--- config.mk ---
export PLATFORM = sky130hd
export DESIGN_NAME = pacc_bank
export DESIGN_NICKNAME = d
export VERILOG_FILES = /design/src/rtl/pacc_pkg.sv /design/src/rtl/pacc_counter.sv /design/src/rtl/pacc_hold.sv /design/src/rtl/pacc_bank.sv
export SDC_FILE = /design/constraint.sdc
export NUM_CORES = 1
export LEC_CHECK = 0
export BUFFER_PORTS_ARGS = -buffer_cell sky130_fd_sc_hd__buf_2
export CELL_PAD_IN_SITES_DETAIL_PLACEMENT = 1
export CELL_PAD_IN_SITES_GLOBAL_PLACEMENT = 2
export CORE_UTILIZATION = 31
export CTS_CLUSTER_DIAMETER = 50
export CTS_CLUSTER_SIZE = 25
export DETAILED_ROUTE_END_ITERATION = 8
export GPL_ROUTABILITY_DRIVEN = 0
export PLACE_DENSITY = 0.79
export SLEW_MARGIN = 10
export SYNTH_ARGS = -nofsm -noshare
export SYNTH_HDL_FRONTEND = slang
export SYNTH_SLANG_ARGS = --single-unit
export TNS_END_PERCENT = 1
--- constraint.sdc ---
create_clock -name clk -period 2 [get_ports clk]
set_clock_uncertainty 0.05 [all_clocks]
set_input_delay 0.4 -clock clk [delete_from_list [all_inputs] [get_ports clk]]
set_output_delay 0.4 -clock clk [all_outputs]
set_load 0.01 [all_outputs]
--- src/rtl/pacc_pkg.sv ---
package pacc_pkg;

  typedef enum logic {
    PAIR_SPLIT  = 1'b0,
    PAIR_JOINED = 1'b1
  } pair_mode_e;

  // Increment request for the upper channel of a pair.
  function automatic logic high_step(pair_mode_e mode, logic own_evt, logic low_carry);
    return (mode == PAIR_JOINED) ? low_carry : own_evt;
  endfunction

endpackage

--- src/rtl/pacc_counter.sv ---
module pacc_counter #(
  parameter int W = 8
) (
  input  logic         clk,
  input  logic         rst_n,
  input  logic         inc,
  input  logic         clr,
  input  logic         ovf_en,
  input  logic         ovf_clr,
  output logic [W-1:0] cnt,
  output logic         carry,
  output logic         ovf
);

  localparam logic [W-1:0] CNT_MAX = '1;

  assign carry = inc && (cnt == CNT_MAX);

  always_ff @(posedge clk) begin
    if (!rst_n)   cnt <= '0;
    else if (clr) cnt <= '0;
    else if (inc) cnt <= cnt + 1'b1;
  end

  always_ff @(posedge clk) begin
    if (!rst_n)                         ovf <= 1'b0;
    else if (carry && ovf_en && !clr)   ovf <= 1'b1;
    else if (ovf_clr)                   ovf <= 1'b0;
  end

endmodule

--- src/rtl/pacc_hold.sv ---
module pacc_hold #(
  parameter int W = 8
) (
  input  logic         clk,
  input  logic         rst_n,
  input  logic         load,
  input  logic [W-1:0] d,
  input  logic         rd,
  output logic [W-1:0] q,
  output logic         valid
);

  always_ff @(posedge clk) begin
    if (!rst_n) begin
      q     <= '0;
      valid <= 1'b0;
    end else if (load) begin
      q     <= d;
      valid <= 1'b1;
    end else if (rd) begin
      valid <= 1'b0;
    end
  end

endmodule

--- src/rtl/pacc_bank.sv ---
module pacc_bank
  import pacc_pkg::*;
#(
  parameter int N = 4,
  parameter int W = 8
) (
  input  logic           clk,
  input  logic           rst_n,
  input  logic [N-1:0]   evt_in,
  input  logic           latch_stb,
  input  logic [N/2-1:0] pair_en,
  input  logic [N-1:0]   hold_rd,
  input  logic [N-1:0]   ovf_clr,
  output logic [N*W-1:0] live_cnt,
  output logic [N*W-1:0] hold_cnt,
  output logic [N-1:0]   hold_valid,
  output logic [N-1:0]   ovf_flag
);

  localparam int NP = N / 2;

  logic [W-1:0] cnt_q [N];
  logic [N-1:0] carry;
  logic [N-1:0] inc;
  logic [N-1:0] ovf_en;

  // Pair wiring: even channel is the low byte, odd channel the high byte.
  for (genvar p = 0; p < NP; p++) begin : g_pair
    pair_mode_e mode;
    assign mode = pair_en[p] ? PAIR_JOINED : PAIR_SPLIT;

    assign inc[2*p]      = evt_in[2*p];
    assign ovf_en[2*p]   = (mode == PAIR_SPLIT);
    assign inc[2*p+1]    = high_step(mode, evt_in[2*p+1], carry[2*p]);
    assign ovf_en[2*p+1] = 1'b1;
  end

  for (genvar c = 0; c < N; c++) begin : g_chan
    pacc_counter #(.W(W)) u_cnt (
      .clk     (clk),
      .rst_n   (rst_n),
      .inc     (inc[c]),
      .clr     (latch_stb),
      .ovf_en  (ovf_en[c]),
      .ovf_clr (ovf_clr[c]),
      .cnt     (cnt_q[c]),
      .carry   (carry[c]),
      .ovf     (ovf_flag[c])
    );

    pacc_hold #(.W(W)) u_hold (
      .clk   (clk),
      .rst_n (rst_n),
      .load  (latch_stb),
      .d     (cnt_q[c]),
      .rd    (hold_rd[c]),
      .q     (hold_cnt[c*W +: W]),
      .valid (hold_valid[c])
    );

    assign live_cnt[c*W +: W] = cnt_q[c];
  end

endmodule

==> results.toml <==
[routing]
drc = 0
wire_per_inst_um = 14.5
viasPerCell = 4.71
vias = 2516
first_pass_iters = 4
drt_iter0_markers = 25
antenna_left = 0
wirelength_mm = 7.74

[floorplan]
start_util_pct = 32.3
die_w_um = 101
dieArea_mm2 = 0.0101
die_h_um = 101
rows = 35
ios = 89
placeableCoreArea_mm2 = 0.00933

[global_routing]
grt_pass1_wl_mm = 12.1
grt_pass1_vias = 2452
grtUsageTotal_pct = 15.6
antenna_found_initial = 0
grt_max_degree = 29
grt_overflow_total = 0

[cts]
clock_latency_ns = 0.34
cts_tree = "yes"
postCtsHoldBufs = 0
cts_buffers = 9
post_cts_resized = 0
clkTransAtPathRegs_ns = 0.08
h-tree-depth = 3
cts_root_buffer = "clkbuf_8"
clock_sinks = 72
clk_path_buf_depth = 2
cts_setup_buffers = 0

[placed_design]
dpl_worst_slack_ns = 0.0692
io_buffers = 88
dp_hpwl_mm = 5.39
dp_cells = 514
placed_area_mm2 = 0.00363

[cells_and_area]
insertedDiodeCount = 0
fin_area_mm2 = 0.00387
nets = 421
final_util_pct = 41.5
fill_cells = 1094
ff_latch_area_mm2 = 0.00144
multi_input_comb_area_mm2 = 0.00146
layout.cells.non_filler = 534
layout-drive-gt1-share_pct = 32.3
area_delta_synth_final_pct = 28.4

[timing]
slew-limit-headroom_pct = 72.9
finalHoldViolCount = 0
fin_crit_sh_pct = 95.2
fin_tns_setup_ns = 0
rsz0062_at_grt = "no"
slew_violations = 0
setup_viol = 0
setup_ws_ns = 0.0950
fmax_mhz = 525
worstMarginPinSlew_ns = 0.406
layout_min_cycle_time_ns = 1.90

[critical_path]
crit_required_ns = 2.22
cpPeakStageDelay_ns = 0.54
crit_path_start_kind = "flop"
worstPathArrival_ns = 2.13
end_kind = "flop"
crit_chain = "ha_1 -> and4_4 -> a41oi_4 -> or4_1 -> a21oi_1"
critical_path_peak_fanout = 7
crit_type = "reg2reg"
critPathSlowestCell = "or4_1"

[logic_synthesis]
synthAdderAreaFrac_pct = 1.66
synthSimpleGateAreaFrac_pct = 21.3
synth.distinct_cells = 36
synthArstFlopShare_pct = 0
ys_seq_elements = 72
ys.flop_type = "dfxtp_1"
syn_inst = 302
synth_compound_area_share_pct = 8.46
netlist_area_mm2 = 0.00302
synth_top_family_by_area = "simple AND/OR/NAND/NOR gates"
synth-edff-count = 0
yosysWarnings = 0
syn_nets = 323
synth_mux_area_share_pct = 12.0
synth_xor_area_share_pct = 4.36
ys_seq_area_share_pct = 47.8
synth.avg_cell_area_um2 = 9.98

[flow_run]
max_cap_violations = 0

[power_and_ir_drop]
power_leakage_nw = 1.72
power.density_mw_per_mm2 = 729
ir_drop_mv = 0.257

[min_path]
hold_class = "in2reg"

[status]
status = "complete, no violations"
-- synth_stat cells (all sizes together) (2+ instances only) --
cell | instances | share of area, %
a21oi | 12 | 2.0
nor3 | 2 | 0.33
o21a | 5 | 1.2
o21ai | 11 | 1.8
nand3 | 11 | 1.8
mux2i | 36 | 12
xor2 | 9 | 2.6
and3 | 3 | 0.62
or4 | 3 | 0.75
nand2 | 13 | 1.6
nor2 | 21 | 2.6
or3 | 8 | 1.8
ha | 4 | 1.7
xnor2 | 6 | 1.7
and4 | 4 | 1.3
nor2b | 41 | 8.5
inv | 3 | 0.37
nand4 | 5 | 1.0
a2111o | 2 | 0.75
clkbuf | 8 | 1.3
buf | 13 | 2.8
nand3b | 2 | 0.50
o31ai | 2 | 0.50
dfxtp | 72 | 48
-- layout by cell type, fill, tap and decap left out --
master / instances
o31ai_1: 2
a32oi_1: 1
nand3b_1: 2
xnor2_1: 6
a41oi_2: 1
or3_1: 5
nand2_1: 13
and3_1: 3
clkbuf_8: 11
o21ai_0: 11
nor3_1: 2
ha_1: 4
o21a_1: 5
xor2_1: 9
mux2i_1: 36
nand3_1: 11
a41oi_4: 1
nand4_1: 5
clkinvlp_4: 2
buf_12: 1
a31oi_4: 1
dfxtp_1: 72
a2111o_1: 2
clkinv_2: 2
buf_2: 88
or4_1: 3
and4_1: 2
nor2b_1: 41
bufinv_16: 1
inv_1: 3
nand2b_1: 1
a21oi_1: 12
and4_4: 1
nor2_1: 21
or3_2: 3
buf_4: 18
and2_1: 1
a21o_1: 1
and4_2: 1
-- critical path, delay by kind of cell (launching register included) --
kind / cells / cell delay, ns
fa+ha+maj: 1 / 0.20
compound gates: 2 / 0.33
simple gates: 2 / 0.84
flops: 1 / 0.41
-- power breakdown --
group,switching [mW],total [mW],internal [mW]
clock,0.562,1.20,0.641
sequential,0.00835,1.45,1.44
combinational,0.0888,0.167,0.0782
-- flip-flops by register name (all words and copies together), names as in the netlist --
name                 count
g_chan.u_cnt.ovf         4
g_chan.u_cnt.cnt        32
g_chan.u_hold.valid      4
g_chan.u_hold.q         32
-- cell families after synthesis --
kind of cell,Yosys count
buf+inv,24
compound gates,36
flops,72
xor+xnor,15
simple gates,115
mux,36
fa+ha+maj,4
-- metal layers --
| layer | global-route usage [%] | wire (µm) | vias up |
|---|---|---|---|
| li1 | - | - | 1226 |
| met1 | 19.8 | 3760 | 1223 |
| met2 | 25.3 | 3610 | 59 |
| met3 | 3.19 | 264 | 8 |
| met4 | 7.02 | 108 | 0 |
| met5 | 0 | 0 | - |
-- final timing paths --
check,from,endpoint,slack (ns),depth (start not counted)
max,g_chan[0].u_cnt.cnt[1]$_SDFFE_PP0P_,g_chan[1].u_cnt.cnt[7]$_SDFFE_PP0P_,0.1,5
max reg2reg,g_chan[0].u_cnt.cnt[1]$_SDFFE_PP0P_,g_chan[1].u_cnt.cnt[7]$_SDFFE_PP0P_,0.1,5
min,ovf_clr[3],g_chan[3].u_cnt.ovf$_SDFFE_PN0P_,0.27,3
min reg2reg,g_chan[1].u_cnt.ovf$_SDFFE_PN0P_,g_chan[1].u_cnt.ovf$_SDFFE_PN0P_,0.44,2
-- through the flow --
step                hold WS (ns)  power, mW
global route               0.297       2.95
detailed placement         0.430       1.65
CTS                        0.249       2.86
finish                     0.274       2.82
global placement           0.431       1.65
floorplan                  0.399       1.59
-- final cells by class --
class / instances / area share, %
Timing Repair Buffer: 107 / 15.4
Tap cell: 129 / 4.17
Inverter: 3 / 0.291
Clock inverter: 5 / 1.42
Clock buffer: 11 / 3.91
Sequential cell: 72 / 37.2
Multi-Input combinational cell: 207 / 37.6
Power figures use the tool's default switching activity.
